===== src/rtl/lagg_pkg.sv =====
package lagg_pkg;
    localparam int AREG_W = 4;
    localparam int XREG_W = 6;
    localparam int OP_W   = 4;
    localparam int IMM_W  = 8;

    localparam logic [OP_W-1:0] OP_INDEX = 4'hF;
    localparam logic [OP_W-1:0] OP_SETI  = 4'hE;

    typedef struct packed {
        logic [OP_W-1:0]   op;
        logic [AREG_W-1:0] rd;
        logic [AREG_W-1:0] rs1;
        logic [AREG_W-1:0] rs2;
        logic [IMM_W-1:0]  imm;
    } prim_t;

    typedef struct packed {
        logic [OP_W-1:0]   op;
        logic [XREG_W-1:0] dst;
        logic [XREG_W-1:0] src1;
        logic [XREG_W-1:0] src2;
        logic              dst_x;
        logic              src1_x;
        logic              src2_x;
        logic [IMM_W-1:0]  imm;
    } sec_t;
endpackage


===== src/rtl/lagg_factor.sv =====
module lagg_factor
    import lagg_pkg::*;
#(
    parameter int MAX_F    = 16,
    parameter int NUM_XREG = 64,
    parameter int FW       = 5
) (
    input  logic [AREG_W-1:0] last_dyn,
    input  logic [FW-1:0]     f_req,
    output logic [FW-1:0]     f_eff
);
    localparam int CW = $clog2(NUM_XREG + 1);

    logic [CW-1:0] dyn_cnt;
    logic [CW-1:0] cap_raw;
    logic [FW-1:0] cap;
    logic [FW-1:0] f_min1;

    always_comb begin
        dyn_cnt = CW'(last_dyn) + CW'(1);
        cap_raw = CW'(NUM_XREG) / dyn_cnt;
        cap     = (cap_raw > CW'(MAX_F)) ? FW'(MAX_F) : cap_raw[FW-1:0];
        f_min1  = (f_req == '0) ? FW'(1) : f_req;
        f_eff   = (f_min1 > cap) ? cap : f_min1;
    end
endmodule


===== src/rtl/lagg_remap.sv =====
module lagg_remap
    import lagg_pkg::*;
#(
    parameter int FW = 5
) (
    input  logic              en,
    input  logic [AREG_W-1:0] areg,
    input  logic [AREG_W-1:0] last_dyn,
    input  logic [FW-1:0]     f,
    input  logic [FW-1:0]     j,
    output logic [XREG_W-1:0] idx,
    output logic              ext
);
    localparam int MW = AREG_W + FW;

    logic [MW-1:0] slot_full;
    logic [MW-XREG_W-1:0] unused_hi;

    always_comb begin
        slot_full = MW'(areg) * MW'(f) + MW'(j);
        unused_hi = slot_full[MW-1:XREG_W];
        ext       = en && (areg <= last_dyn);
        idx       = ext ? slot_full[XREG_W-1:0] : XREG_W'(areg);
    end
endmodule


===== src/rtl/lagg_lane.sv =====
module lagg_lane
    import lagg_pkg::*;
#(
    parameter int FW = 5
) (
    input  prim_t             ins,
    input  logic              seq,
    input  logic [AREG_W-1:0] last_dyn,
    input  logic [FW-1:0]     f,
    input  logic [FW-1:0]     iter,
    output sec_t              slot
);
    logic              is_idx;
    logic [XREG_W-1:0] d_idx, s1_idx, s2_idx;
    logic              d_x, s1_x, s2_x;

    lagg_remap #(.FW(FW)) u_dst (
        .en(!seq), .areg(ins.rd), .last_dyn(last_dyn), .f(f), .j(iter),
        .idx(d_idx), .ext(d_x)
    );
    lagg_remap #(.FW(FW)) u_src1 (
        .en(!seq), .areg(ins.rs1), .last_dyn(last_dyn), .f(f), .j(iter),
        .idx(s1_idx), .ext(s1_x)
    );
    lagg_remap #(.FW(FW)) u_src2 (
        .en(!seq), .areg(ins.rs2), .last_dyn(last_dyn), .f(f), .j(iter),
        .idx(s2_idx), .ext(s2_x)
    );

    always_comb begin
        is_idx      = !seq && (ins.op == OP_INDEX);
        slot.op     = is_idx ? OP_SETI : ins.op;
        slot.dst    = d_idx;
        slot.src1   = s1_idx;
        slot.src2   = s2_idx;
        slot.dst_x  = d_x;
        slot.src1_x = s1_x;
        slot.src2_x = s2_x;
        slot.imm    = is_idx ? IMM_W'(iter) : ins.imm;
    end
endmodule


===== src/rtl/lagg_iter_unit.sv =====
module lagg_iter_unit
    import lagg_pkg::*;
#(
    parameter int LANES    = 4,
    parameter int MAX_F    = 16,
    parameter int NUM_XREG = 64,
    localparam int FW = $clog2(MAX_F + 1),
    localparam int IW = $clog2(MAX_F),
    localparam int LW = $clog2(LANES + 1)
) (
    input  logic                              clk,
    input  logic                              rst_n,
    input  logic [AREG_W-1:0]                 cfg_last_dyn,
    input  logic [LW-1:0]                     cfg_par_limit,
    input  logic                              in_valid,
    output logic                              in_ready,
    input  logic                              in_seq,
    input  logic [OP_W-1:0]                   in_op,
    input  logic [AREG_W-1:0]                 in_rd,
    input  logic [AREG_W-1:0]                 in_rs1,
    input  logic [AREG_W-1:0]                 in_rs2,
    input  logic [IMM_W-1:0]                  in_imm,
    input  logic [FW-1:0]                     in_factor,
    output logic                              out_valid,
    input  logic                              out_ready,
    output logic [LANES-1:0]                  out_lane_vld,
    output logic [LANES-1:0][OP_W-1:0]        out_op,
    output logic [LANES-1:0][XREG_W-1:0]      out_dst,
    output logic [LANES-1:0][XREG_W-1:0]      out_src1,
    output logic [LANES-1:0][XREG_W-1:0]      out_src2,
    output logic [LANES-1:0]                  out_dst_x,
    output logic [LANES-1:0]                  out_src1_x,
    output logic [LANES-1:0]                  out_src2_x,
    output logic [LANES-1:0][IMM_W-1:0]       out_imm,
    output logic [LANES-1:0][IW-1:0]          out_iter,
    output logic [LANES-1:0]                  out_last
);
    typedef struct packed {
        logic              busy;
        logic              seq;
        logic              single;
        prim_t             ins;
        logic [AREG_W-1:0] last_dyn;
        logic [FW-1:0]     f;
        logic [FW-1:0]     j;
        logic [LW-1:0]     plim;
    } st_t;

    st_t st_d, st_q;

    logic [FW-1:0] f_new;
    logic [FW-1:0] total;
    logic [FW-1:0] rem;
    logic [FW-1:0] par_eff;
    logic [FW-1:0] cnt;
    logic          fire;
    logic          done_beat;
    logic          take;

    lagg_factor #(.MAX_F(MAX_F), .NUM_XREG(NUM_XREG), .FW(FW)) u_factor (
        .last_dyn(cfg_last_dyn),
        .f_req   (in_factor),
        .f_eff   (f_new)
    );

    always_comb begin
        st_d  = st_q;
        total = st_q.single ? FW'(1) : st_q.f;
        rem   = total - st_q.j;

        if (st_q.plim == '0)
            par_eff = FW'(1);
        else if (FW'(st_q.plim) > FW'(LANES))
            par_eff = FW'(LANES);
        else
            par_eff = FW'(st_q.plim);

        cnt       = (rem < par_eff) ? rem : par_eff;
        fire      = st_q.busy && out_ready;
        done_beat = fire && (rem == cnt);
        in_ready  = !st_q.busy || done_beat;
        take      = in_valid && in_ready;

        if (fire) begin
            st_d.j = st_q.j + cnt;
            if (done_beat)
                st_d.busy = 1'b0;
        end

        if (take) begin
            st_d.busy     = 1'b1;
            st_d.seq      = in_seq;
            st_d.single   = in_seq || ((in_op == OP_INDEX) && (in_rd > cfg_last_dyn));
            st_d.ins.op   = in_op;
            st_d.ins.rd   = in_rd;
            st_d.ins.rs1  = in_rs1;
            st_d.ins.rs2  = in_rs2;
            st_d.ins.imm  = in_imm;
            st_d.last_dyn = cfg_last_dyn;
            st_d.f        = f_new;
            st_d.j        = '0;
            st_d.plim     = cfg_par_limit;
        end

        out_valid = st_q.busy;
    end

    always_ff @(posedge clk or negedge rst_n) begin
        if (!rst_n)
            st_q <= '0;
        else
            st_q <= st_d;
    end

    for (genvar l = 0; l < LANES; l++) begin : g_lane
        logic [FW-1:0] iter_l;
        sec_t          slot;

        assign iter_l = st_q.j + FW'(l);

        lagg_lane #(.FW(FW)) u_lane (
            .ins     (st_q.ins),
            .seq     (st_q.seq),
            .last_dyn(st_q.last_dyn),
            .f       (st_q.f),
            .iter    (iter_l),
            .slot    (slot)
        );

        assign out_lane_vld[l] = st_q.busy && (FW'(l) < cnt);
        assign out_op[l]       = slot.op;
        assign out_dst[l]      = slot.dst;
        assign out_src1[l]     = slot.src1;
        assign out_src2[l]     = slot.src2;
        assign out_dst_x[l]    = slot.dst_x;
        assign out_src1_x[l]   = slot.src1_x;
        assign out_src2_x[l]   = slot.src2_x;
        assign out_imm[l]      = slot.imm;
        assign out_iter[l]     = iter_l[IW-1:0];
        assign out_last[l]     = out_lane_vld[l] && (iter_l == total - FW'(1));
    end
endmodule


===== config.mk =====
export PLATFORM = sky130hd
export DESIGN_NAME = lagg_iter_unit
export DESIGN_NICKNAME = d
export VERILOG_FILES = /design/src/rtl/lagg_pkg.sv /design/src/rtl/lagg_factor.sv /design/src/rtl/lagg_remap.sv /design/src/rtl/lagg_lane.sv /design/src/rtl/lagg_iter_unit.sv
export SDC_FILE = /design/constraint.sdc
export NUM_CORES = 1
export LEC_CHECK = 0
export BUFFER_PORTS_ARGS = -buffer_cell sky130_fd_sc_hd__buf_2
export CORE_MARGIN = 8
export CORE_UTILIZATION = 45
export DETAILED_ROUTE_END_ITERATION = 10
export GPL_TIMING_DRIVEN = 0
export PLACE_DENSITY = 0.68
export SLEW_MARGIN = 40
export SYNTH_ARGS = -nofsm -noshare
export SYNTH_HDL_FRONTEND = slang
export SYNTH_HIERARCHICAL = 1
export SYNTH_SLANG_ARGS = --single-unit

===== constraint.sdc =====
create_clock -name clk -period 4.9 [get_ports clk]
set_input_delay 0.735 -clock clk [delete_from_list [all_inputs] [get_ports clk]]
set_output_delay 0.735 -clock clk [all_outputs]
set_load 0.05 [all_outputs]

==> run metrics, run 1 <==
post-route setup TNS -21.07 ns; CP max stage delay 0.33 ns; clk root buf clkbuf_16; WS Path Type in2reg; Synth Register Bits 44; clock transition at the registers of the reported paths approximately 0.060 ns; I/O Buffers 198; slowest stage cell, crit path ha_2; Final period util 186%; status finished, violations left; DRT iter0 DRCs between 700 and 800; dpl cells between 2000 and 2500; Finished Layout Cells around 2200; Detail Route Antenna Nets 0; Post-Synthesis Cells between 1000 and 1500; Area Growth Syn to Fin 23.0%; skew final roughly 0.0096 ns; ant diodes 0; vias in the first global route approximately 12000; Hold Violations, Final 0; via density per instance between 5 and 6; Residual DRC 0; min Tclk post-route roughly 9.1 ns; die height approximately 190 um; post-route cell area ~16000 sq um; Critical Path AT between 9 and 10 ns; CP Max Fanout 6; GR Util All Layers about 22%; largest cells by area after synthesis ha_1, fa_1, dfrtp_1, inv_1, mux2_2; Cell Rows 62; WL per Instance 19.5 um; first-pass GRT wire length between 60000 and 70000 um; Final #Nets 2109; most frequent CP cell ha_4; Post-CTS Hold Buffers 0; Die ar. roughly 35000 sq um; most common cell after layout, fill and taps aside inv_1; Ports about 200; drt pass-1 iters 5; EDFF count, synth 0; vias approximately 12000; relative slew slack approximately a fifth; Post-Syn Area approximately 13000 sq um; CP Capture Type flip-flop; nature of the critical path startpoint primary input; pin count of the biggest net entering global routing 45; Worst EP required ~5 ns; async set-reset flop share out of synthesis 100%; TritonCTS Buffers 5; max frequency ~0.11 GHz; layout cell share with drive strength beyond 1 about a third; worst hold path type in2async; failing checks negative setup slack; final setup fails 5; register area share after synthesis under 10%; Initial Utilization about 46%; cell taking the most area after synthesis ha_1; Final Worst Setup Slack -4.23 ns; most frequent cells in the layout inv_1, buf_2, ha_1; Fillers approximately 2500; worst-case clock buffer depth 2; initial antenna violation count 1; gpl congestion around 0.9; overall routed net length between 40000 and 50000 um; synth unique cells just over 80; max-capacitance violation count 0; reg2reg path depth 19; post-DP HPWL 28300 um; post-place instance area between 10000 and 15000 sq um; post-synth top area share around a fifth; RSZ-0062 raised after global routing true; Overflow after GRT 0; Syn Nets roughly 1800; yosys warns 6; CTS tree done; H-tree levels 2; clk_lat worst skew ~0.31 ns; Die Width approximately 190 um; CTS Sinks 44; Worst Max-Slew Pin Slew between 1 and 1.5 ns; core region area 28700 sq um; worst hold slack 0.460 ns; max-slew violation count 0; ys flop type dfrtp_1; Synth Area per Inst 8.74 sq um
==> path summary, 6_finish.rpt <==
| check | from | endpoint | slack [ns] |
|---|---|---|---|
| min in group clk | st_q[23]$_DFFE_PN0P_ | st_q[23]$_DFFE_PN0P_ | 0.57 |
| max in group asynchronous | rst_n | st_q[27]$_DFFE_PN0P_ | 3.94 |
| max | cfg_last_dyn[0] | st_q[8]$_DFFE_PN0P_ | -4.23 |
| max reg2reg | st_q[8]$_DFFE_PN0P_ | st_q[7]$_DFFE_PN0P_ | 0.44 |
| min | rst_n | st_q[30]$_DFFE_PN0P_ | 0.46 |
| min reg2reg | st_q[23]$_DFFE_PN0P_ | st_q[23]$_DFFE_PN0P_ | 0.57 |
==> area by class of cell <==
cell class                      count  area, sq um  area share [%]
Tap cell                          384          480            2.98
Buffer                             66          447            2.77
Timing Repair Buffer              267         1660            10.3
Sequential cell                    44         1160            7.23
Inverter                          250          966            5.99
Clock buffer                        8          146           0.908
Multi-Input combinational cell   1136        11200            69.8
==> stage by stage <==
step	setup WS, ns	utilization (%)
after CTS	-4.07	54.4
after global placement	-5.39	51.3
after floorplan	-4.37	-
after detailed placement	-5.50	51.8
after global routing	-4.53	56.1
final	-4.23	56.1
==> synthesized netlist by cell type, types with 13 or more instances <==
master,n
and2_1,89
mux2_4,32
a21o_1,17
nand2b_1,24
mux2_2,60
nor2_1,71
ha_1,200
buf_2,17
xor2_1,51
inv_1,246
o21ai_0,15
xnor2_1,55
clkbuf_1,17
nand3_1,13
fa_1,98
nand2_1,164
buf_4,30
a21oi_1,54
dfrtp_1,44
mux2i_1,16
and2b_2,16
xnor3_1,16
==> critical path, delay by kind of cell <==
family          cells  cell delay [ns]
compound gates     23             3.46
buf+inv             9             0.84
simple gates       13             1.76
fa+ha+maj           8             2.04
mux                 2             0.47
==> registers in the layout, summed over array words and instances, names as in the netlist <==
signal	count
st_q	43
out_valid	1
==> cells by family after synthesis <==
group,Yosys count,synth area share [%]
AO/OA/AOI/OAI,166,9.15
buffers and inverters,318,10.4
adder cells (fa/ha/maj),300,34.3
other,1,0.0286
multiplexers,115,10.7
AND/OR/NAND/NOR,430,17.0
flip-flops,44,8.41
XOR/XNOR,124,10.1
==> metal layers <==
layer  vias to the layer above  global-route usage, %  routed length (um)
li1                       5398                      -                   -
met1                      5679                   28.1               17900
met4                         2                   6.84                1450
met3                        97                   3.69                2510
met2                       412                   38.9               20100
met5                         -                      0                  12
==> what timing repair did <==
item | 4_1_cts | 5_1_grt
buffers inserted | 46 | 19
gates cloned | 1 | 0
setup endpoints to repair | 43 | 20
resized for setup | 64 | 67
pin swaps | 24 | 34
Power of run 1 is left out: the tool's default activity adds up to more than one toggle a clock period on the data nets, which glitch-free logic cannot reach.
==> inputs of run 2 (changes only) <==
--- a/config.mk
+++ b/config.mk
@@ -16,3 +16,4 @@
 export SYNTH_HDL_FRONTEND = slang
 export SYNTH_HIERARCHICAL = 1
 export SYNTH_SLANG_ARGS = --single-unit
+export TNS_END_PERCENT = 20
==> run metrics, run 2 (same netlist as run 1, synthesis figures left out) <==
status finished, violations left; failing checks negative setup slack; skew final 0.0158 ns (+0.00615 ns); Overflow after GRT 0 (unchanged); Final period util 186% (-0.88 points); Final Worst Setup Slack -4.19 ns (+0.0431 ns); clock transition at the registers of the reported paths 0.08 ns (+0.02 ns); Worst EP required 5.10 ns (about the same); initial antenna violation count 0 (-1); Initial Utilization 45.6% (unchanged); CTS Sinks 44 (unchanged); max-capacitance violation count 0 (unchanged); Hold Violations, Final 0 (unchanged); clk_lat worst skew 0.31 ns (about the same); CP Capture Type flip-flop; gpl congestion 0.872 (-4.7%); dpl cells 2084 (unchanged); GR Util All Layers 22.1% (-0.36 points); worst hold path type in2async; WL per Instance 18.9 um (-2.9%); Detail Route Antenna Nets 0 (unchanged); pin count of the biggest net entering global routing 51 (+13%); via density per instance 5.29 (-1.7%); nature of the critical path startpoint primary input; worst r2r src st_q[8]$_DFFE_PN0P_; overall routed net length 40600 um (-3.2%); CP Max Fanout 8 (+2); Ports 199 (unchanged); vias 11400 (-1.9%); Die ar. 34800 sq um (unchanged); min Tclk post-route 9.09 ns (-0.0431 ns); WS Path Type in2reg; CTS tree done; Area Growth Syn to Fin 23.4%; most common cell after layout, fill and taps aside inv_1; I/O Buffers 198 (unchanged); max reg flops 43 (unchanged); Final #Nets 2103 (-0.28%); most frequent CP cell ha_4; Critical Path AT 9.29 ns (-0.03 ns); die height 187 um (unchanged); Residual DRC 0 (unchanged); Finished Layout Cells 2149 (-0.28%); post-placement setup slack -5.63 ns (-0.128 ns); final setup fails 5 (unchanged); TritonCTS Buffers 5 (unchanged); Cell Rows 62 (unchanged); Die Width 187 um (unchanged); slowest stage cell, crit path ha_4; Worst Max-Slew Pin Slew 0.985 ns (-0.211 ns); layout cell share with drive strength beyond 1 33.0% (+0.73 points); max-slew violation count 0 (unchanged); ant diodes 0 (unchanged); final core occ 56.3% (+0.16 points); most frequent cells in the layout inv_1, buf_2, ha_1; post-DP HPWL 28100 um (-0.82%); relative slew slack 34.1% (+14 points); clk root buf clkbuf_16; Post-CTS Hold Buffers 0 (unchanged); Critical R2R Capture st_q[7]$_DFFE_PN0P_; Most flops, register st_q; reg2reg path depth 19 (unchanged); max frequency 0.110 GHz (+0.47%); first-pass GRT wire length 62900 um (-0.71%); CP max stage delay 0.32 ns (about the same); R2R setup slack 0.28 ns (-0.16 ns); worst-case clock buffer depth 2 (unchanged); RSZ-0062 raised after global routing true; core region area 28700 sq um (unchanged); drt pass-1 iters 5 (unchanged); H-tree levels 2 (unchanged); DRT iter0 DRCs 686 (-5.5%); vias in the first global route 11700 (-0.33%)
[run 2: per-stage QoR]
| step | area (sq um) | TNS, ns | hold WS, ns |
|---|---|---|---|
| after floorplan | 13200 | -22.66 | 0.439 |
| after global placement | 14700 | -49.27 | 0.555 |
| after detailed placement | 14900 | -29.70 | 0.558 |
| after CTS | 15700 | -19.96 | 0.472 |
| after global routing | 16200 | -22.18 | 0.499 |
| final | 16200 | -20.66 | 0.452 |
[run 2: timing repair]
action                     4_1_cts  5_1_grt
pin swaps                       26       30
setup endpoints to repair       40       23
cloned                           1        0
resized for setup               70       88
setup buffers                   44       13
[run 2: worst max-delay path: cells and delay by family]
kind | cells | cell delay (ns)
AOI/OAI and AO/OA | 24 | 3.84
adders and majority gates | 8 | 2.06
buffers and inverters | 11 | 1.28
and+or+nand+nor | 10 | 1.07
muxes | 1 | 0.27
[run 2: cell type report]
class | instances | area (sq um)
plain buffers | 67 | 448
clock buffers | 5 | 125
clock inverters | 3 | 46.3
fillers | 2552 | 12500
inverters | 250 | 966
multi-input cells | 1136 | 11300
flip-flops and latches | 44 | 1140
well taps | 384 | 480
repair buffers | 260 | 1610
[run 2: worst max-delay path by stage]
stage | endpoint | cells past startpoint | slack (ns) | from
2_1_floorplan | st_q[8]$_DFFE_PN0P_ | 53 | -4.37 | cfg_last_dyn[0]
3_3_place_gp | st_q[8]$_DFFE_PN0P_ | 55 | -5.39 | cfg_last_dyn[0]
3_5_place_dp | st_q[8]$_DFFE_PN0P_ | 55 | -5.63 | cfg_last_dyn[0]
4_1_cts | st_q[8]$_DFFE_PN0P_ | 55 | -4.04 | cfg_last_dyn[0]
5_1_grt | st_q[8]$_DFFE_PN0P_ | 55 | -4.43 | cfg_last_dyn[0]
6_report | st_q[8]$_DFFE_PN0P_ | 54 | -4.19 | cfg_last_dyn[0]
[run 2: per-layer routing]
layer | part of all wire, % | global-route usage [%]
met4 | 3.4 | 6.72
met2 | 48 | 38.7
met3 | 5.3 | 3.26
met5 | 0 | 0
met1 | 43 | 27.5
Power of run 2 is left out for the same reason.
==> inputs of run 3 (changes only) <==
--- a/config.mk
+++ b/config.mk
@@ -10,10 +10,9 @@
 export CORE_UTILIZATION = 45
 export DETAILED_ROUTE_END_ITERATION = 10
 export GPL_TIMING_DRIVEN = 0
-export PLACE_DENSITY = 0.68
+export PLACE_DENSITY = 0.71
 export SLEW_MARGIN = 40
 export SYNTH_ARGS = -nofsm -noshare
 export SYNTH_HDL_FRONTEND = slang
-export SYNTH_HIERARCHICAL = 1
 export SYNTH_SLANG_ARGS = --single-unit
-export TNS_END_PERCENT = 20
+export TNS_END_PERCENT = 1
==> run metrics, run 3 <==
multi-input logic area 6650 sq um (-41%); max-slew violation count 0 (unchanged); clock transition at the registers of the reported paths 0.06 ns (-0.02 ns); initial antenna violation count 0 (unchanged); I/O Buffers 197 (-0.51%); die height 151 um (-19%); worst hold slack 0.437 ns (-0.0155 ns); cell taking the most area after synthesis ha_1; post-route cell area 10500 sq um (-35%); Critical R2R Capture st_q[7]$_DFFE_PN0P_; pin count of the biggest net entering global routing 45 (-12%); Post-Syn Area 8150 sq um (-38%); yosys warns 0 (-6); Final #Nets 1446 (-31%); post-synthesis mux area share 5.44% (-5.2 points); failing checks negative setup slack; post-place instance area 9620 sq um (-35%); Area Growth Syn to Fin 28.9%; Worst EP required 5.04 ns (-0.06 ns); WL per Instance 17.7 um (-6.3%); CP Max Fanout 6 (-2); Synth Area in Compound Gates 18.3% (+9.1 points); relative slew slack 51.8% (+18 points); most common cell after layout, fill and taps aside buf_2; ys flop type dfrtp_1; xor-xnor portion of the synthesized cell area 11.4% (+1.3 points); vias in the first global route 7778 (-33%); Synth Register Bits 44 (unchanged); skew final 0.00995 ns (-0.00581 ns); Final Worst Setup Slack -4.29 ns (-0.0997 ns); Hold Violations, Final 0 (unchanged); Post-Synth Simple-Gate Area 14.3% (-2.7 points); CTS Sinks 44 (unchanged); Cell Rows 49 (-21%); nature of the critical path startpoint primary input; R2R setup slack 0.47 ns (+0.19 ns); Overflow after GRT 0 (unchanged); worst-case clock buffer depth 2 (unchanged); reg2reg path depth 15 (-4); min Tclk post-route 9.19 ns (+0.0997 ns); register area share after synthesis 13.5% (+5.1 points); CP max stage delay 0.35 ns (+0.03 ns); slowest stage cell, crit path a2111oi_2; CP Capture Type flip-flop; drt pass-1 iters 5 (unchanged); final setup fails 5 (unchanged); max-capacitance violation count 0 (unchanged); GR Util All Layers 22.5% (+0.40 points); async set-reset flop share out of synthesis 100% (unchanged); worst r2r src st_q[4]$_DFFE_PN0P_; Syn Nets 1194 (-35%); Critical Path AT 9.33 ns (+0.04 ns); synth cell count leaders ha_1, inv_1, a21oi_1, nand2_1; Die ar. 22700 sq um (-35%); first-pass GRT wire length 40800 um (-35%); cell family contributing the most delay on the critical path compound AO/OA/AOI/OAI gates; synth unique cells 59 (-28%); Fillers 1587 (-38%); Post-Synthesis Cells 996 (-34%); layout cell share with drive strength beyond 1 33.4% (+0.41 points); clk root buf clkbuf_16; worst hold path type in2async; max reg flops 43 (unchanged); Post-CTS Hold Buffers 0 (unchanged); largest cells by area after synthesis ha_1, dfrtp_1, fa_1, xor2_1, a21oi_1; gpl congestion 0.954 (+9.4%); Worst Max-Slew Pin Slew 0.721 ns (-0.263 ns); status finished, violations left; RSZ-0062 raised after global routing true; most frequent cells in the layout buf_2, ha_1, buf_4; Ports 199 (unchanged); post-synthesis adder-cell area fraction 26.8% (-7.5 points); post-placement setup slack -5.28 ns (+0.342 ns); via density per instance 5.33 (+0.83%); H-tree levels 2 (unchanged); post-DP HPWL 20400 um (-27%); WS Path Type in2reg; Synth Area per Inst 8.18 sq um (-6.5%); DRT iter0 DRCs 425 (-38%); Die Width 151 um (-19%); EDFF count, synth 0 (unchanged); most frequent cell after synthesis ha_1; CTS tree done; Most flops, register st_q; Residual DRC 0 (unchanged); clk_lat worst skew 0.29 ns (-0.02 ns); Final period util 188% (+2.0 points); max frequency 0.109 GHz (-1.1%); ant diodes 0 (unchanged); Initial Utilization 45.7% (about the same); FF/Latch Area 1100 sq um (-3.6%); vias 7881 (-31%); Detail Route Antenna Nets 0 (unchanged); post-synth top area share 19.7% (+0.55 points); largest family of logic cells by synthesized area adder cells; overall routed net length 26200 um (-36%); Crit path buffers/inverters 6 (-5); TritonCTS Buffers 5 (unchanged); core region area 17800 sq um (-38%); most frequent CP cell ha_4; post-route setup TNS -21.18 ns (-0.519 ns)
-- run 3: cell count changes after synthesis, moves of 15 or more --
| cell | delta |
|---|---|
| inv_1 | -163 |
| and2b_2 | -16 |
| mux2_4 | -32 |
| nand2_1 | -85 |
| ha_1 | -72 |
| and2_1 | -49 |
| mux2_2 | -33 |
| a21o_1 | +27 |
| nand2b_1 | -15 |
| buf_4 | +18 |
| o21ai_0 | +47 |
| xnor3_1 | -16 |
| fa_1 | -69 |
| a21oi_1 | +27 |
-- run 3: cell families after synthesis --
logic type	count (synthesis)
AO/OA/AOI/OAI	241
XOR/XNOR	106
adder cells (fa/ha/maj)	157
buffers and inverters	166
flip-flops	44
multiplexers	40
other	1
AND/OR/NAND/NOR	241
-- run 3: worst reg2reg max path, delay by kind of cell, from the launching register on --
| family | cells | cell delay, ns |
|---|---|---|
| flip-flops | 1 | 0.65 |
| XOR/XNOR | 2 | 0.41 |
| AND/OR/NAND/NOR | 2 | 0.32 |
| AO/OA/AOI/OAI | 6 | 0.87 |
| adder cells (fa/ha/maj) | 4 | 1.56 |
| buffers and inverters | 1 | 0.47 |
-- run 3: area by class of cell --
class,count,area share (%)
multi-input combinational,786,63.4
timing repair buffer,246,13.3
sequential,44,10.5
buffer,80,5.18
inverter,85,3.23
tap,229,2.73
clock buffer,6,1.32
clock inverter,2,0.369
-- run 3: worst max-delay path by stage --
stage / startpoint / to / slack [ns] / cells past startpoint
2_1_floorplan: cfg_last_dyn[0] / st_q[8]$_DFFE_PN0P_ / -3.98 / 50
3_3_place_gp: cfg_last_dyn[0] / st_q[8]$_DFFE_PN0P_ / -5.17 / 51
3_5_place_dp: cfg_last_dyn[0] / st_q[8]$_DFFE_PN0P_ / -5.28 / 51
4_1_cts: cfg_last_dyn[0] / st_q[9]$_DFFE_PN0P_ / -4.04 / 52
5_1_grt: cfg_last_dyn[0] / st_q[8]$_DFFE_PN0P_ / -4.72 / 50
6_report: cfg_last_dyn[0] / st_q[8]$_DFFE_PN0P_ / -4.29 / 50
-- run 3: per-layer routing --
layer	up-vias	wire [um]	global-route usage, %
li1	3845	-	-
met1	3650	11100	28.7
met2	327	12100	37.9
met3	59	2220	3.91
met4	0	739	6.50
met5	-	0	0
-- run 3: repair_timing --
action                     4_1_cts  5_1_grt
pin swaps                       42       40
gates cloned                     1        0
setup buffers                   37       11
resized for setup               47       36
setup endpoints to repair       42       21
-- run 3: stage by stage --
step / utilization, % / instances
after global placement: 53.7 / 1422
after detailed placement: 53.9 / 1422
after global routing: 58.8 / 1478
after floorplan: - / 996
after CTS: 57.5 / 1467
final: 58.8 / 1478
Power of run 3 is left out for the same reason.
